## config.mk

```make
export PLATFORM = sky130hd
export DESIGN_NAME = shf_unit
export DESIGN_NICKNAME = d
export VERILOG_FILES = /design/src/rtl/shf_pkg.sv /design/src/rtl/shf_count_eval.sv /design/src/rtl/shf_barrel.sv /design/src/rtl/shf_unit.sv
export SDC_FILE = /design/constraint.sdc
export NUM_CORES = 1
export LEC_CHECK = 0
export CORE_AREA = 2 2 172 174
export DETAILED_ROUTE_END_ITERATION = 10
export DIE_AREA = 0 0 174 176
export PLACE_DENSITY_LB_ADDON = 0.2
export RECOVER_POWER = 50
export SYNTH_ARGS = -nofsm -noshare
export SYNTH_HDL_FRONTEND = slang
export SYNTH_HIERARCHICAL = 1
export SYNTH_SLANG_ARGS = --single-unit
```

## constraint.sdc

```tcl
create_clock -name clk_i -period 0.8 [get_ports clk_i]
set_input_delay 0.24 -clock clk_i [delete_from_list [all_inputs] [get_ports clk_i]]
set_output_delay 0.24 -clock clk_i [all_outputs]
set_load 0.03 [all_outputs]
```

## src/rtl/shf_pkg.sv

```systemverilog
package shf_pkg;

    typedef enum logic [1:0] {
        CNT_WRAP     = 2'b00,
        CNT_BYTE     = 2'b01,
        CNT_LINEAR   = 2'b10,
        CNT_LINEAR_B = 2'b11
    } cnt_mode_e;

    typedef enum logic {
        DIR_LEFT  = 1'b0,
        DIR_RIGHT = 1'b1
    } shf_dir_e;

    localparam int unsigned BYTE_CNT_W = 8;

endpackage

```

## src/rtl/shf_count_eval.sv

```systemverilog
module shf_count_eval
    import shf_pkg::*;
#(
    parameter int unsigned DATA_W = 64,
    parameter int unsigned CNT_W  = 16,
    localparam int unsigned AMT_W = $clog2(DATA_W)
) (
    input  logic [CNT_W-1:0] cnt_i,
    input  logic             wide_i,
    input  cnt_mode_e        mode_i,
    output logic [AMT_W-1:0] amt_o,
    output logic             oversize_o
);

    localparam int unsigned HALF_W = DATA_W / 2;
    localparam logic [CNT_W-1:0] MASK_WIDE   = CNT_W'(DATA_W - 1);
    localparam logic [CNT_W-1:0] MASK_NARROW = CNT_W'(HALF_W - 1);
    localparam logic [CNT_W:0]   LANE_WIDE   = (CNT_W+1)'(DATA_W);
    localparam logic [CNT_W:0]   LANE_NARROW = (CNT_W+1)'(HALF_W);

    logic [CNT_W-1:0] eff;
    logic [CNT_W:0]   lane_w;

    always_comb begin
        lane_w = wide_i ? LANE_WIDE : LANE_NARROW;
        unique case (mode_i)
            CNT_WRAP: eff = cnt_i & (wide_i ? MASK_WIDE : MASK_NARROW);
            CNT_BYTE: eff = CNT_W'(cnt_i[BYTE_CNT_W-1:0]);
            default:  eff = cnt_i;
        endcase
        oversize_o = ({1'b0, eff} >= lane_w);
        amt_o      = eff[AMT_W-1:0];
    end

endmodule

```

## src/rtl/shf_barrel.sv

```systemverilog
module shf_barrel #(
    parameter int unsigned DATA_W = 64,
    localparam int unsigned AMT_W = $clog2(DATA_W)
) (
    input  logic [DATA_W-1:0] data_i,
    input  logic [AMT_W-1:0]  amt_i,
    input  logic              right_i,
    output logic [DATA_W-1:0] data_o
);

    logic [DATA_W-1:0] data_rev;
    logic [DATA_W-1:0] stage [AMT_W+1];
    logic [DATA_W-1:0] stage_rev;

    for (genvar b = 0; b < DATA_W; b++) begin : g_rev
        assign data_rev[b]  = data_i[DATA_W-1-b];
        assign stage_rev[b] = stage[AMT_W][DATA_W-1-b];
    end

    assign stage[0] = right_i ? data_rev : data_i;

    for (genvar s = 0; s < AMT_W; s++) begin : g_stage
        assign stage[s+1] = amt_i[s] ? (stage[s] << (2 ** s)) : stage[s];
    end

    assign data_o = right_i ? stage_rev : stage[AMT_W];

endmodule

```

## src/rtl/shf_unit.sv

```systemverilog
module shf_unit
    import shf_pkg::*;
#(
    parameter int unsigned DATA_W  = 64,
    parameter int unsigned CNT_W   = 16,
    parameter bit          REG_OUT = 1'b1
) (
    input  logic              clk_i,
    input  logic              rst_ni,
    input  logic [DATA_W-1:0] operand_i,
    input  logic [CNT_W-1:0]  count_i,
    input  logic              dir_i,
    input  logic              wide_i,
    input  logic [1:0]        mode_i,
    output logic [DATA_W-1:0] result_o
);

    localparam int unsigned HALF_W = DATA_W / 2;
    localparam int unsigned AMT_W  = $clog2(DATA_W);

    typedef struct packed {
        logic [DATA_W-1:0] res;
    } shf_state_t;

    shf_state_t        st_d;
    logic [DATA_W-1:0] lane_data;
    logic [DATA_W-1:0] shifted;
    logic [AMT_W-1:0]  amt;
    logic              oversize;

    assign lane_data = wide_i ? operand_i : {{HALF_W{1'b0}}, operand_i[HALF_W-1:0]};

    shf_count_eval #(
        .DATA_W(DATA_W),
        .CNT_W (CNT_W)
    ) u_cnt (
        .cnt_i     (count_i),
        .wide_i    (wide_i),
        .mode_i    (cnt_mode_e'(mode_i)),
        .amt_o     (amt),
        .oversize_o(oversize)
    );

    shf_barrel #(
        .DATA_W(DATA_W)
    ) u_barrel (
        .data_i (lane_data),
        .amt_i  (amt),
        .right_i(dir_i == DIR_RIGHT),
        .data_o (shifted)
    );

    always_comb begin
        st_d = '0;
        if (!oversize) begin
            st_d.res = wide_i ? shifted : {{HALF_W{1'b0}}, shifted[HALF_W-1:0]};
        end
    end

    if (REG_OUT) begin : g_reg
        shf_state_t st_q;
        always_ff @(posedge clk_i or negedge rst_ni) begin
            if (!rst_ni) st_q <= '0;
            else         st_q <= st_d;
        end
        assign result_o = st_q.res;
    end else begin : g_comb
        assign result_o = st_d.res;
    end

endmodule

```

==> metrics <==
area grow syn2layout 74.7%; Ys Warns 6; Via density 5.77; CTS root buffer clkbuf_16; drt first pass iters 5; CTS buffer count 9; Peak VDD IR 0.958 mV; Final setup viols 138; min Tclk post-route 2.53 ns; TNS Setup -122.07 ns; Tcrit/Tclk final 316%; largest net degree at the start of global routing 62; DIE AREA 30600 µm²; Clock Path Buffers 2; syn avg cell area 9.99 µm²; most common cell after layout, fill and taps aside buf_4; Most Frequent Cell on Critical Path mux4_2; Slowest cell on crit path mux4_2; Max Cap Viol 0; flops & latches, synth 64; Crit Path Category in -> reg; RePlAce Congestion 1.07; num rows 62; first-pass GRT wire length 65300 µm; Worst Tran Pin Value 0.643 ns; Cell Chain, Critical Path buf_16, and2_4, mux4_2, mux2_4, mux4_2, a222oi_1, buf_4, mux2i_1, nor2b_2; asr flop ratio synth 100%; vias in the first global route 9958; io pins 150; max reg flops 64; Netlist cell types 67; Pleak 6.81 nW; Setup Slack @ Placement -2.43 ns; htree depth 3; Final ANT Viol Nets 0; initial antenna violation count 0; Tot GR Track Use 28.5%; CP bufs+invs 2; CP max stage delay 0.56 ns; fin nets 1417; outcome finished with violations; Die W 174 µm; Hold Crit Class in -> async; maximum clock rate 0.396 GHz; post-synthesis sequential area ratio 18.3%; CP delay by family, top multiplexers; critical path peak fanout 5; crit path launch type input port; GRT Residual Overflow 0; Worst slew margin 56.6%; PwrDens 1200 nW/µm²; Initial Utilization 30.7%; Initial DRC Count 732; vias 9925; core area 28500 µm²; syn_nets 966; placed inst area 13100 µm²; commonest non-fill, non-tap cells in the layout buf_4 (290), buf_6 (100), mux4_2 (100); Mapped Area 8770 µm²; # port buffers 149; final hold vios 0; ratio of cells with drive above 1 in the final layout 61.7%; die height 176 µm; post-route cell area 15300 µm²; clk slew on worst S/H paths 0.06 ns; Slew Viols, Final 0; RSZ-0062 raised after global routing yes; failing checks negative setup slack; Post-DP HPWL 35000 µm; drt drc 0; TritonCTS clock tree built; Synth Flop Type dfrtp_1; Post-synth EDFFs 0; final WL 44500 µm; drt wl/cell 25.9 µm; CTS sink cnt 64; Worst setup EP type flop; total power 0.0184 W; required time worst endpoint 1.02 ns; arrival time worst endpoint 2.74 ns; Mapped Cells 878; fin worst setup slack -1.73 ns
-- cells in the mapped netlist, drive strengths merged, types with 2 or more instances --
| cell type | number | area, µm² |
|---|---|---|
| a2111oi | 2 | 25.0 |
| a211o | 6 | 52.6 |
| a211oi | 12 | 90.1 |
| a21o | 6 | 45.0 |
| a21oi | 23 | 115 |
| a221oi | 5 | 50.0 |
| a222oi | 3 | 30.0 |
| a22o | 3 | 26.3 |
| a22oi | 16 | 120 |
| a311oi | 2 | 17.5 |
| a31oi | 8 | 50.1 |
| a32oi | 7 | 61.3 |
| and2 | 40 | 250 |
| and3 | 4 | 30.0 |
| and3b | 32 | 280 |
| buf | 57 | 352 |
| clkbuf | 34 | 133 |
| dfrtp | 64 | 1600 |
| ha | 2 | 25.0 |
| inv | 12 | 45.0 |
| mux2 | 57 | 642 |
| mux2i | 72 | 721 |
| mux4 | 102 | 2330 |
| nand2 | 62 | 233 |
| nand2b | 4 | 25.0 |
| nand3 | 12 | 60.1 |
| nand4 | 2 | 12.5 |
| nor2 | 60 | 225 |
| nor2b | 37 | 231 |
| nor3 | 11 | 55.1 |
| o211a | 2 | 20.0 |
| o211ai | 12 | 90.1 |
| o21a | 5 | 37.5 |
| o21ai | 37 | 185 |
| o221ai | 8 | 70.1 |
| o22ai | 22 | 138 |
| o2bb2ai | 3 | 26.3 |
| o311ai | 3 | 26.3 |
| o31ai | 2 | 15.0 |
| o32ai | 7 | 61.3 |
| or2 | 4 | 25.0 |
| or4 | 2 | 18.8 |
-- what timing repair did --
item                                    CTS  global route
resized for setup                       403            66
buffers inserted                         51            18
hold buffers                              1             0
cloned                                    8             3
endpoints found under the hold margin     4             0
pin swaps                                75            44
endpoints found under the setup margin  128           178
-- cell families (layout without fill, tap and decap cells) --
family	Yosys count	after routing	share of synthesized area (%)
fa+ha+maj	2	2	0.285
compound gates	201	201	16.1
simple gates	276	276	17.0
buf+inv	103	559	6.04
flops	64	64	18.3
xor+xnor	1	1	0.0999
mux	231	231	42.1
other cells	0	1	0
-- layout make-up --
cell class                 instances  area (µm²)
antenna                            1        2.50
clock buffer                      11         253
clock inverter                     5        55.1
fill                            2624       13200
inverter                          12        47.5
multi-input combinational        711        7660
sequential                        64        1600
tap                              384         480
timing repair buffer             531        5210
-- routing by layer --
metal  GRT usage, %  vias to the layer above  wire, µm
met1           36.9                     4966     18400
met3           2.86                      102      2490
met4           13.6                        0      2340
li1               -                     4373         -
met5              0                        -         0
met2           47.9                      484     21200
-- metrics by stage --
| stage | utilization [%] | hold slack (ns) | std cells |
|---|---|---|---|
| floorplan | - | -0.0556 | 878 |
| global placement | 45.8 | 0.105 | 1629 |
| detailed placement | 45.8 | 0.102 | 1629 |
| CTS | 52.3 | 0.300 | 1699 |
| global route | 53.6 | 0.373 | 1718 |
| finish | 53.6 | 0.340 | 1719 |
-- report_power, final --
group	total (W)	internal [W]	switching (W)
logic	0.0111	0.00566	0.00542
registers	0.00340	0.00334	0.0000612
clock network	0.00398	0.00257	0.00141
total	0.0184	0.0116	0.00689
-- final timing paths --
kind | slack [ns] | start | cells past startpoint | endpoint
min in group clk_i | 0.43 | wide_i | 3 | result_o[57]$_DFF_PN0_
min | 0.34 | rst_ni | 2 | result_o[63]$_DFF_PN0_
max | -1.73 | wide_i | 9 | result_o[29]$_DFF_PN0_
max in group asynchronous | -0.01 | rst_ni | 3 | result_o[48]$_DFF_PN0_
Power figures use the tool's default switching activity.
